<file path="src/rtl/jps_pkg.sv">
package jps_pkg;
  localparam logic [3:0] INS_ID    = 4'h1;
  localparam logic [3:0] INS_RST   = 4'hC;
  localparam logic [3:0] INS_PEN   = 4'h4;
  localparam logic [3:0] INS_PCMD  = 4'h5;
  localparam logic [3:0] INS_PLOAD = 4'h6;
  localparam logic [5:0] IR_LEN    = 6'd4;
  localparam logic [5:0] CMDW_LEN  = 6'd15;
  localparam int         READY_BIT = 9;
  localparam logic [10:0] MFG_CODE = 11'h01F;
  localparam logic [15:0] PEN_KEY  = 16'hA370;

  typedef enum logic [2:0] {
    OP_READ_ID = 3'd0, OP_ENTER = 3'd1, OP_ERASE = 3'd2, OP_WRITE = 3'd3, OP_LEAVE = 3'd4
  } op_e;

  typedef enum logic [3:0] {
    PH_ID, PH_ENTER, PH_ERASE, PH_EPOLL, PH_WADDR, PH_WLOAD, PH_WCOMMIT, PH_WPOLL, PH_LEAVE
  } phase_e;

  typedef enum logic [1:0] {
    ERR_NONE = 2'd0, ERR_ALIGN = 2'd1, ERR_TIMEOUT = 2'd2, ERR_MFG = 2'd3
  } err_e;

  typedef struct packed {
    logic        ir;
    logic [5:0]  len;
    logic [31:0] val;
  } step_t;

  function automatic step_t mk_ir(logic [3:0] code);
    return '{ir: 1'b1, len: IR_LEN, val: {28'd0, code}};
  endfunction

  function automatic step_t mk_dr(logic [5:0] len, logic [31:0] val);
    return '{ir: 1'b0, len: len, val: val};
  endfunction

  function automatic step_t mk_cmd(logic [14:0] word);
    return mk_dr(CMDW_LEN, {17'd0, word});
  endfunction
endpackage

</file>
<file path="src/rtl/jps_step_rom.sv">
module jps_step_rom import jps_pkg::*; #(
  parameter int ADDR_W = 17,
  parameter int IDX_W  = 9
) (
  input  phase_e             phase_i,
  input  logic [IDX_W-1:0]   idx_i,
  input  logic [ADDR_W-1:0]  addr_i,
  input  logic [7:0]         byte_i,
  output step_t              step_o
);
  logic [2:0]  s;
  logic        first;
  logic [7:0]  addr_hi, addr_lo;

  assign s       = 3'(idx_i);
  assign first   = (idx_i == IDX_W'(0));
  assign addr_hi = 8'(addr_i >> 9);
  assign addr_lo = 8'(addr_i >> 1);

  always_comb begin
    step_o = mk_dr(6'd1, 32'd0);
    case (phase_i)
      PH_ID:    step_o = first ? mk_ir(INS_ID) : mk_dr(6'd32, 32'd0);
      PH_ENTER: case (s)
        3'd0:    step_o = mk_ir(INS_RST);
        3'd1:    step_o = mk_dr(6'd1, 32'd1);
        3'd2:    step_o = mk_ir(INS_PEN);
        default: step_o = mk_dr(6'd16, {16'd0, PEN_KEY});
      endcase
      PH_ERASE: case (s)
        3'd0:    step_o = mk_ir(INS_PCMD);
        3'd1:    step_o = mk_cmd(15'h2380);
        3'd2:    step_o = mk_cmd(15'h3180);
        default: step_o = mk_cmd(15'h3380);
      endcase
      PH_EPOLL: step_o = mk_cmd(15'h3380);
      PH_WADDR: case (s)
        3'd0:    step_o = mk_ir(INS_PCMD);
        3'd1:    step_o = mk_cmd(15'h2310);
        3'd2:    step_o = mk_cmd(15'h0700 | {7'd0, addr_hi});
        default: step_o = mk_cmd(15'h0300 | {7'd0, addr_lo});
      endcase
      PH_WLOAD: step_o = first ? mk_ir(INS_PLOAD) : mk_dr(6'd8, {24'd0, byte_i});
      PH_WCOMMIT: case (s)
        3'd0:    step_o = mk_ir(INS_PCMD);
        3'd2:    step_o = mk_cmd(15'h3500);
        default: step_o = mk_cmd(15'h3700);
      endcase
      PH_WPOLL: step_o = mk_cmd(15'h3700);
      PH_LEAVE: case (s)
        3'd0:    step_o = mk_ir(INS_PCMD);
        3'd1:    step_o = mk_cmd(15'h2300);
        3'd2:    step_o = mk_cmd(15'h3300);
        3'd3:    step_o = mk_ir(INS_PEN);
        3'd4:    step_o = mk_dr(6'd16, 32'd0);
        3'd5:    step_o = mk_ir(INS_RST);
        default: step_o = mk_dr(6'd1, 32'd0);
      endcase
      default: step_o = mk_dr(6'd1, 32'd0);
    endcase
  end
endmodule

</file>
<file path="src/rtl/jps_poll_ctr.sv">
module jps_poll_ctr #(
  parameter int POLL_W = 16
) (
  input  logic              clk_i,
  input  logic              rst_ni,
  input  logic              start_i,
  input  logic [POLL_W-1:0] limit_i,
  input  logic              clear_i,
  input  logic              tick_i,
  output logic              last_o
);
  logic [POLL_W-1:0] lim_q, cnt_q;
  logic [POLL_W:0]   eff_lim;

  assign eff_lim = (lim_q == '0) ? (POLL_W+1)'(1) : {1'b0, lim_q};
  assign last_o  = ({1'b0, cnt_q} + (POLL_W+1)'(1)) >= eff_lim;

  always_ff @(posedge clk_i or negedge rst_ni) begin
    if (!rst_ni) begin
      lim_q <= '0;
      cnt_q <= '0;
    end else if (start_i) begin
      lim_q <= limit_i;
      cnt_q <= '0;
    end else if (clear_i) begin
      cnt_q <= '0;
    end else if (tick_i && !last_o) begin
      cnt_q <= cnt_q + POLL_W'(1);
    end
  end

  a_r12_cnt_bound: assert property (@(posedge clk_i) disable iff (!rst_ni)
    {1'b0, cnt_q} < eff_lim);
endmodule

</file>
<file path="src/rtl/jps_page_feed.sv">
module jps_page_feed #(
  parameter int PAGE_BYTES = 256,
  parameter int ADDR_W     = 17,
  parameter int LEN_W      = 18,
  parameter int IDX_W      = 9
) (
  input  logic              clk_i,
  input  logic              rst_ni,
  input  logic              start_i,
  input  logic [ADDR_W-1:0] offset_i,
  input  logic [LEN_W-1:0]  len_i,
  input  logic              page_done_i,
  input  logic              load_active_i,
  input  logic [IDX_W-1:0]  pos_i,
  input  logic              take_i,
  input  logic              byte_valid_i,
  input  logic [7:0]        byte_data_i,
  output logic [ADDR_W-1:0] addr_o,
  output logic              remain_zero_o,
  output logic              last_page_o,
  output logic [7:0]        load_byte_o,
  output logic              byte_ready_o,
  output logic              stall_o
);
  localparam logic [LEN_W-1:0] PAGE_L = LEN_W'(PAGE_BYTES);

  logic [ADDR_W-1:0] addr_q;
  logic [LEN_W-1:0]  rem_q, fill;
  logic [7:0]        byte_q;
  logic              have_q, need;

  assign fill          = (rem_q >= PAGE_L) ? PAGE_L : rem_q;
  assign need          = LEN_W'(pos_i) < fill;
  assign stall_o       = load_active_i && need && !have_q;
  assign byte_ready_o  = stall_o;
  assign load_byte_o   = need ? byte_q : 8'hFF;
  assign addr_o        = addr_q;
  assign remain_zero_o = (rem_q == '0);
  assign last_page_o   = (rem_q <= PAGE_L);

  always_ff @(posedge clk_i or negedge rst_ni) begin
    if (!rst_ni) begin
      addr_q <= '0;
      rem_q  <= '0;
      byte_q <= 8'h00;
      have_q <= 1'b0;
    end else if (start_i) begin
      addr_q <= offset_i;
      rem_q  <= len_i;
      have_q <= 1'b0;
    end else begin
      if (byte_valid_i && byte_ready_o) begin
        byte_q <= byte_data_i;
        have_q <= 1'b1;
      end else if (take_i) begin
        have_q <= 1'b0;
      end
      if (page_done_i) begin
        addr_q <= addr_q + ADDR_W'(PAGE_BYTES);
        rem_q  <= rem_q - fill;
      end
    end
  end

  a_r8_take_clears: assert property (@(posedge clk_i) disable iff (!rst_ni)
    take_i |=> !have_q);
  a_r11_addr_step: assert property (@(posedge clk_i) disable iff (!rst_ni)
    page_done_i && !start_i |=> addr_q == $past(addr_q) + ADDR_W'(PAGE_BYTES));
endmodule

</file>
<file path="src/rtl/jtag_prog_seq.sv">
module jtag_prog_seq import jps_pkg::*; #(
  parameter int PAGE_BYTES = 256,
  parameter int ADDR_W     = 17,
  parameter int LEN_W      = 18,
  parameter int POLL_W     = 16
) (
  input  logic              clk_i,
  input  logic              rst_ni,
  input  logic              cmd_valid_i,
  input  logic [2:0]        cmd_op_i,
  input  logic [ADDR_W-1:0] cmd_offset_i,
  input  logic [LEN_W-1:0]  cmd_len_i,
  input  logic [POLL_W-1:0] poll_max_i,
  output logic              cmd_ready_o,
  output logic              busy_o,
  output logic              done_o,
  output logic [1:0]        err_o,
  output logic [31:0]       id_o,
  output logic              sh_req_o,
  output logic              sh_ir_o,
  output logic [5:0]        sh_len_o,
  output logic [31:0]       sh_tdi_o,
  input  logic              sh_ack_i,
  input  logic [31:0]       sh_tdo_i,
  input  logic              byte_valid_i,
  input  logic [7:0]        byte_data_i,
  output logic              byte_ready_o
);
  localparam int PAGE_W = $clog2(PAGE_BYTES);
  localparam int IDX_W  = $clog2(PAGE_BYTES + 2);

  logic             running_q, done_q;
  op_e              op_q;
  phase_e           phase_q, nxt_phase;
  logic [IDX_W-1:0] idx_q;
  err_e             err_q;
  logic [31:0]      id_q;

  step_t            step;
  logic             cmd_fire, misalign, ack, is_last, poll_phase, ready_seen, poll_last;
  logic             nxt_end, load_active, page_done, stall;
  logic             remain_zero, last_page;
  logic [ADDR_W-1:0] addr;
  logic [7:0]       load_byte;

  function automatic logic [IDX_W-1:0] phase_len(phase_e p);
    case (p)
      PH_ID:      return IDX_W'(2);
      PH_ENTER:   return IDX_W'(4);
      PH_ERASE:   return IDX_W'(5);
      PH_WADDR:   return IDX_W'(4);
      PH_WLOAD:   return IDX_W'(PAGE_BYTES + 1);
      PH_WCOMMIT: return IDX_W'(5);
      PH_LEAVE:   return IDX_W'(7);
      default:    return IDX_W'(1);
    endcase
  endfunction

  assign cmd_fire    = cmd_valid_i && !running_q;
  assign misalign    = (cmd_offset_i[PAGE_W-1:0] != '0);
  assign sh_req_o    = running_q && !stall;
  assign ack         = sh_req_o && sh_ack_i;
  assign is_last     = (idx_q == phase_len(phase_q) - IDX_W'(1));
  assign poll_phase  = (phase_q == PH_EPOLL) || (phase_q == PH_WPOLL);
  assign ready_seen  = sh_tdo_i[READY_BIT];
  assign load_active = running_q && (phase_q == PH_WLOAD) && (idx_q != '0);
  assign page_done   = ack && (phase_q == PH_WPOLL) && ready_seen;

  always_comb begin
    nxt_phase = phase_q;
    nxt_end   = 1'b0;
    case (phase_q)
      PH_ENTER: begin
        if (op_q == OP_WRITE) nxt_phase = remain_zero ? PH_LEAVE : PH_WADDR;
        else                  nxt_end   = 1'b1;
      end
      PH_ERASE:   nxt_phase = PH_EPOLL;
      PH_WADDR:   nxt_phase = PH_WLOAD;
      PH_WLOAD:   nxt_phase = PH_WCOMMIT;
      PH_WCOMMIT: nxt_phase = PH_WPOLL;
      PH_WPOLL:   nxt_phase = last_page ? PH_LEAVE : PH_WADDR;
      default:    nxt_end   = 1'b1;
    endcase
  end

  jps_step_rom #(.ADDR_W(ADDR_W), .IDX_W(IDX_W)) u_rom (
    .phase_i (phase_q),
    .idx_i   (idx_q),
    .addr_i  (addr),
    .byte_i  (load_byte),
    .step_o  (step)
  );

  jps_poll_ctr #(.POLL_W(POLL_W)) u_poll (
    .clk_i   (clk_i),
    .rst_ni  (rst_ni),
    .start_i (cmd_fire),
    .limit_i (poll_max_i),
    .clear_i (ack && !poll_phase),
    .tick_i  (ack && poll_phase && !ready_seen),
    .last_o  (poll_last)
  );

  jps_page_feed #(.PAGE_BYTES(PAGE_BYTES), .ADDR_W(ADDR_W), .LEN_W(LEN_W), .IDX_W(IDX_W)) u_feed (
    .clk_i         (clk_i),
    .rst_ni        (rst_ni),
    .start_i       (cmd_fire),
    .offset_i      (cmd_offset_i),
    .len_i         (cmd_len_i),
    .page_done_i   (page_done),
    .load_active_i (load_active),
    .pos_i         (idx_q - IDX_W'(1)),
    .take_i        (ack && load_active),
    .byte_valid_i  (byte_valid_i),
    .byte_data_i   (byte_data_i),
    .addr_o        (addr),
    .remain_zero_o (remain_zero),
    .last_page_o   (last_page),
    .load_byte_o   (load_byte),
    .byte_ready_o  (byte_ready_o),
    .stall_o       (stall)
  );

  always_ff @(posedge clk_i or negedge rst_ni) begin
    if (!rst_ni) begin
      running_q <= 1'b0;
      done_q    <= 1'b0;
      op_q      <= OP_READ_ID;
      phase_q   <= PH_ID;
      idx_q     <= '0;
      err_q     <= ERR_NONE;
      id_q      <= '0;
    end else begin
      done_q <= 1'b0;
      if (cmd_fire) begin
        op_q  <= op_e'(cmd_op_i);
        idx_q <= '0;
        err_q <= ERR_NONE;
        case (op_e'(cmd_op_i))
          OP_READ_ID: begin running_q <= 1'b1; phase_q <= PH_ID;    end
          OP_ENTER:   begin running_q <= 1'b1; phase_q <= PH_ENTER; end
          OP_ERASE:   begin running_q <= 1'b1; phase_q <= PH_ERASE; end
          OP_LEAVE:   begin running_q <= 1'b1; phase_q <= PH_LEAVE; end
          OP_WRITE: begin
            if (misalign) begin
              err_q  <= ERR_ALIGN;
              done_q <= 1'b1;
            end else begin
              running_q <= 1'b1;
              phase_q   <= PH_ENTER;
            end
          end
          default: done_q <= 1'b1;
        endcase
      end else if (ack) begin
        if (poll_phase && !ready_seen) begin
          if (poll_last) begin
            running_q <= 1'b0;
            done_q    <= 1'b1;
            err_q     <= ERR_TIMEOUT;
          end
        end else if (is_last) begin
          if (phase_q == PH_ID) begin
            id_q <= sh_tdo_i;
            if (sh_tdo_i[11:1] != MFG_CODE) err_q <= ERR_MFG;
          end
          if (nxt_end) begin
            running_q <= 1'b0;
            done_q    <= 1'b1;
          end else begin
            phase_q <= nxt_phase;
            idx_q   <= '0;
          end
        end else begin
          idx_q <= idx_q + IDX_W'(1);
        end
      end
    end
  end

  assign cmd_ready_o = !running_q;
  assign busy_o      = running_q;
  assign done_o      = done_q;
  assign err_o       = err_q;
  assign id_o        = id_q;
  assign sh_ir_o     = step.ir;
  assign sh_len_o    = step.len;
  assign sh_tdi_o    = step.val;

  a_r1_idle_quiet: assert property (@(posedge clk_i) disable iff (!rst_ni)
    !busy_o |-> !sh_req_o && !byte_ready_o);
  a_r2_req_hold: assert property (@(posedge clk_i) disable iff (!rst_ni)
    sh_req_o && !sh_ack_i |=> sh_req_o && $stable(sh_ir_o) && $stable(sh_len_o) && $stable(sh_tdi_o));
  a_r2_ir_len: assert property (@(posedge clk_i) disable iff (!rst_ni)
    sh_req_o && sh_ir_o |-> sh_len_o == IR_LEN);
  a_r13_done_idle: assert property (@(posedge clk_i) disable iff (!rst_ni)
    done_o |-> !busy_o && !sh_req_o);
  a_r10_align_reject: assert property (@(posedge clk_i) disable iff (!rst_ni)
    cmd_valid_i && cmd_ready_o && (op_e'(cmd_op_i) == OP_WRITE) && misalign
    |=> done_o && !busy_o && (err_o == ERR_ALIGN));
endmodule

</file>
<file path="config.mk">
export PLATFORM = sky130hd
export DESIGN_NAME = jtag_prog_seq
export DESIGN_NICKNAME = d
export VERILOG_FILES = /design/src/rtl/jps_pkg.sv /design/src/rtl/jps_step_rom.sv /design/src/rtl/jps_poll_ctr.sv /design/src/rtl/jps_page_feed.sv /design/src/rtl/jtag_prog_seq.sv
export SDC_FILE = /design/constraint.sdc
export NUM_CORES = 1
export LEC_CHECK = 0
export BUFFER_PORTS_ARGS = -buffer_cell sky130_fd_sc_hd__buf_2
export CORE_MARGIN = 8
export CORE_UTILIZATION = 55
export DETAILED_ROUTE_END_ITERATION = 7
export PLACE_DENSITY = 0.85
export SYNTH_ARGS = -nofsm -noshare
export SYNTH_HDL_FRONTEND = slang
export SYNTH_SLANG_ARGS = --single-unit
</file>
<file path="constraint.sdc">
create_clock -name clk_i -period 5.9 [get_ports clk_i]
set_input_delay 1.18 -clock clk_i [delete_from_list [all_inputs] [get_ports clk_i]]
set_output_delay 1.18 -clock clk_i [all_outputs]
set_load 0.005 [all_outputs]
</file>
### Word-level counts from Yosys, hierarchy flattened

Index checks and enable logic that the tools add are counted.

* bits in registers: 128
* input bits: 99
* output and inout bits: 78
* word-level logic and storage cells: 170

* add/sub/neg operators: 7
* $lt $le $gt $ge: 4
* equality and inequality tests: 28
* mux-type cells: 65
* bitwise logic cells: 2
* reductions and logical operators: 51

Operators with widths (count)
* one-hot mux 39 bit (3 select lines): 3
* one-hot mux 39 bit (9 select lines): 1
* one-hot mux 39 bit (6 select lines): 1
* two-way mux 39 bit: 2
* one-hot mux 39 bit (2 select lines): 1
* two-way mux 16 bit: 4
* two-way mux 18 bit: 3
* two-way mux 9 bit: 5
* one-hot mux 9 bit (5 select lines): 1
* two-way mux 4 bit: 9
* two-way mux 17 bit: 2
* one-hot mux 4 bit (6 select lines): 1
* two-way mux 1 bit: 20
* one-hot mux 4 bit (5 select lines): 1
* >= comparator 18 x 9 -> 1 bit, second input constant: 1
* <= comparator 18 x 9 -> 1 bit, second input constant: 1
* logical NOT 18 bit: 1
* < comparator 9 x 18 -> 1 bit: 1
* nonzero test 3 bit: 6
* subtractor 18 bit: 1
* subtractor 9 x 1 -> 9 bit, second input constant: 2
* adder 16 x 1 -> 17 bit, second input constant: 1
* adder 17 x 9 -> 17 bit, second input constant: 1
* >= comparator 17 bit: 1
* other kinds (38): 87

### Depth between registers and ports, before layout

* word-level depth: 14
* depth in mapped cells: 16
* mapped depth without buffers: 13

### Hierarchy

Synthesis repeated with hierarchy kept, for this count alone.

* cell total of the unflattened synthesis: 908
* area total of the unflattened synthesis: 8444.3 um^2

Modules (own cells, without submodules)
* jtag_prog_seq: instances 1, cells each 262, area an instance 2790.2 um^2, seq. area each 1301.2 um^2
* jps_page_feed: instances 1, cells each 248, area an instance 2517.4 um^2, seq. area each 1101.1 um^2
* jps_poll_ctr: instances 1, cells each 244, area an instance 2183.3 um^2, seq. area each 800.8 um^2
* jps_step_rom: instances 1, cells each 154, area an instance 953.4 um^2, seq. area each 0.0 um^2

### Worst setup path before layout

OpenSTA, ideal clock, no wires.

* path type: reg-to-output
* from: register u_feed.rem_q[11]
* to: output port sh_tdi_o[2]
* arrival: 3489 ps
* data required time: 4720 ps
* path slack: 1231 ps
* stages on the path, launching flop included: 15
* path buffers: 2
* cells stage by stage: dfrtp_1 or4_1 buf_2 nor4_1 nand2b_1 inv_1 buf_2 nand2_1 ha_1 nand3_1 nor3_1 nand2_1 a21oi_2 nor3_1 o221ai_1

* cells in the longest elaborated chain, start to end: 6

Ends and longest elaborated chain
* start: declaration: line jps_page_feed.sv:28 `logic [LEN_W-1:0] rem_q, fill;`
* start signal: assignment: line jps_page_feed.sv:49 `rem_q <= len_i;`
* start signal: assignment: line jps_page_feed.sv:60 `rem_q <= rem_q - fill;`
* >= comparator 18 x 9 -> 1 bit: line jps_page_feed.sv:32 `assign fill = (rem_q >= PAGE_L) ? PAGE_L : rem_q;`
* two-way mux 18 bit *: line jps_page_feed.sv:32
* < comparator 9 x 18 -> 1 bit *: line jps_page_feed.sv:33 `assign need = LEN_W'(pos_i) < fill;`
* two-way mux 8 bit *: line jps_page_feed.sv:36 `assign load_byte_o = need ? byte_q : 8'hFF;`
* two-way mux 39 bit *: line jps_step_rom.sv:43 `PH_WLOAD: step_o = first ? mk_ir(INS_PLOAD) : mk_dr(6'd8, {24'd0, byte_i});`
* one-hot mux 39 bit (9 select lines) *: line jps_step_rom.sv:22 `case (phase_i)`
* end: declaration: line jtag_prog_seq.sv:22 `output logic [31:0] sh_tdi_o,`

Every way passes the cells marked *; elsewhere a longest branch is shown, timed or not.

### Final worst setup path

* from: register u_feed.rem_q[11]
* to: output port sh_tdi_o[6]

Same word-level chain as after synthesis.

==> metrics.txt <==
Synth Warn #=0; number of port buffers=158; remaining global-route overflow=0; multiplexer area fraction after synthesis=7.69%; global-route wire length before repair=34700 um; Post-synth EDFFs=0; routed wire length=21900 um; CTS Buf Count=17; Synth Area in XOR/XNOR=4.34%; total die area=0.0184 mm^2; CP max stage delay=0.65 ns; CTS Buffer Depth=2; top cells by area, synth=dfrtp_1 40%, nand2_1 7.1%, mux2_4 5.7%, ha_1 5.6%, o21ai_0 3.7%; final slew viol count=0; WP data required=4.72 ns; largest net degree at the start of global routing=85; DRC=0; RSZ-0062 raised after global routing=false; area grow syn2layout=17.6%; Hold Vio Cnt, Final=0; FILL cells=1117; vias=7048; delay-heaviest family, CP=simple AND/OR/NAND/NOR gates; Hold Crit Class=flop to flop; Starting Density=56.5%; post-route cell area=0.00926 mm^2; largest family of logic cells by synthesized area=simple AND/OR/NAND/NOR gates; most frequent cells after synthesis=150 x nand2_1, 127 x dfrtp_1, 59 x nor2_1, 59 x o21ai_0, 35 x ha_1; CP arrival=4.22 ns; Setup WS post-layout=0.496 ns; IO Pins=177; post-synthesis simple-gate area fraction=20.9%; critical path capture point type=output port; core area=0.0139 mm^2; Die Wd=136 um; # Post-CTS Setup Buffers=0; Synth Area in Compound Gates=15.3%; setup violators final=0; Async SR Flop Fraction=100%; slowest CP cell=or4_1; CP Class=flop to output port; peak supply drop=0.278 mV; Post-DP Area=0.00868 mm^2; Max-Cap Viols=0; Reg clk slew, reported paths=0.06 ns; initial antenna violation count=0; Worst Tran Pin Value=1.03 ns; pre-CTS WS=1.01 ns; H-tree levels=4; mean post-synth cell area=9.04 um^2; share of the synthesized area in the top cell type=40.4%; synthesized area=0.00788 mm^2; vias in the first global route=6698; Total Neg Setup Slack=0 ns; routed vias/inst=5.86; Fmax=0.185 GHz; number of routed nets with antenna violations=0; layout cell share with drive strength beyond 1=25.0%; GRT Util Overall=23.7%; Tmin final=5.40 ns; sequential element share of the synthesized area=40.4%; static leakage=4.53 nW; CTS sink count=127; n_diodes=0; total power=0.00470 W; Mapped Cells=871; Power per Cell Area=508 mW/mm^2; status=finished, final reports clean; worst-path fanout max=11; drt first pass iters=7; critical path launch point type=flop; critical path, cell by cell=or4_1 > nor4_1 > buf_4 > nand2b_1 > inv_1 > nand2_1 > ha_1 > nand3_1 > nor3_1 > nand2_1 > a21oi_2 > o21ai_0 > o211ai_1 > buf_2; Die H=136 um; Inst Count DP=1171; post-synth cell types=67; Relative slew margins=31.6%; dominant synthesized flop cell=dfrtp_1; Row Count=43; fin nets=1144; post-DP HPWL=16400 um; RePlAce Congestion=0.945; 1st-iter DRT viols=805; CTS Root Cell=clkbuf_16; Buf+Inv Stages, Crit Path=3; hold_buf cts=0; Cell Count, Final, Fillers Out=1203; leading area contributor after synthesis=dfrtp_1; CTS tree=done; post-synthesis adder-cell area fraction=5.56%; worst skew pair latency=0.43 ns; count leader, synth=nand2_1; Post-Route Skew=0.00596 ns; WL/cell=18.2 um; Post-CTS Resized=0; register bit total from synthesis=127; Final period util=91.6%; most frequent CP cell=nand2_1
[layer usage]
| layer | up-vias | wire length (um) | GRT usage (%) |
|---|---|---|---|
| met3 | 22 | 2280 | 6.97 |
| met2 | 338 | 9980 | 36.5 |
| met1 | 3361 | 9390 | 31.8 |
| li1 | 3327 | - | - |
| met4 | 0 | 238 | 6.23 |
| met5 | - | 0 | 0 |
[layout make-up]
type / instances / area, um^2 / share of cell area, %
Multi-Input combinational cell: 667 / 4320 / 46.6
Clock inverter: 15 / 161 / 1.74
Inverter: 34 / 128 / 1.38
Timing Repair Buffer: 163 / 831 / 8.97
Clock buffer: 17 / 425 / 4.59
Tap cell: 180 / 225 / 2.43
Sequential cell: 127 / 3180 / 34.3
[cell families after synthesis]
kind of cell,after synthesis
simple gates,350
flops,127
compound gates,180
fa+ha+maj,35
buf+inv,94
xor+xnor,39
other cells,2
mux,44
[final timing paths]
path,from,endpoint,slack [ns],cells past startpoint
max in group asynchronous,rst_ni,id_o[27]$_DFFE_PN0P_,3.77,2
worst max-delay path,u_feed.rem_q[11]$_DFFE_PN0P_,sh_tdi_o[6],0.50,14
worst max register to register,u_feed.rem_q[11]$_DFFE_PN0P_,id_o[31]$_DFFE_PN0P_,1.21,13
min in group asynchronous,rst_ni,u_feed.byte_q[2]$_DFFE_PN0P_,0.87,1
worst min register to register,op_q[2]$_DFFE_PN0P_,op_q[2]$_DFFE_PN0P_,0.48,2
worst min-delay path,op_q[2]$_DFFE_PN0P_,op_q[2]$_DFFE_PN0P_,0.48,2
[report_power, final]
| group | leakage, nW | switching (W) | internal (W) | total (W) |
|---|---|---|---|---|
| combinational | 2.62 | 0.00121 | 0.000945 | 0.00215 |
| sequential | 1.63 | 0.000327 | 0.00118 | 0.00151 |
| clock | 0.277 | 0.000415 | 0.000625 | 0.00104 |
[stage by stage]
stage / hold WS [ns] / utilization [%]
floorplan: 0.437 / -
global placement: 0.453 / 62.3
finish: 0.478 / 66.5
global route: 0.505 / 66.5
detailed placement: 0.463 / 62.3
CTS: 0.482 / 66.5
[cell usage in the layout (no fill, tap or decap), drive strengths merged, types with 5 or more instances in the layout]
cell type / Yosys / layout
a211oi: 9 / 9
a21o: 8 / 8
a21oi: 34 / 34
a22oi: 6 / 6
a31oi: 6 / 6
a32o: 11 / 11
and2: 6 / 6
and3: 5 / 5
buf: 30 / 163
clkbuf: 30 / 17
clkinv: 1 / 6
conb: 2 / 19
dfrtp: 127 / 127
ha: 35 / 35
inv: 33 / 37
mux2: 42 / 42
nand2: 151 / 151
nand2b: 9 / 9
nand3: 27 / 27
nand4: 14 / 14
nor2: 59 / 59
nor2b: 9 / 9
nor3: 25 / 25
nor4: 14 / 14
o211ai: 9 / 9
o21ai: 59 / 59
o22a: 6 / 6
or2: 7 / 7
or3: 9 / 9
or4: 5 / 5
xnor2: 22 / 22
xor2: 17 / 17
[worst min-delay path, delay by kind of cell, from the launching register on]
family	cells	cell delay, ns
flip-flops	1	0.34
AND/OR/NAND/NOR	2	0.10
[flip-flops by register name (all words and copies together), names as in the netlist]
| signal | flops |
|---|---|
| id_o | 32 |
| u_feed.rem_q | 18 |
| u_feed.addr_o | 16 |
| u_poll.cnt_q | 16 |
| u_poll.lim_q | 16 |
| idx_q | 9 |
| u_feed.byte_q | 8 |
| phase_q | 4 |
| op_q | 3 |
| err_o | 2 |
| busy_o | 1 |
| done_o | 1 |
| u_feed.have_q | 1 |
(Power assumes the default switching activity.)
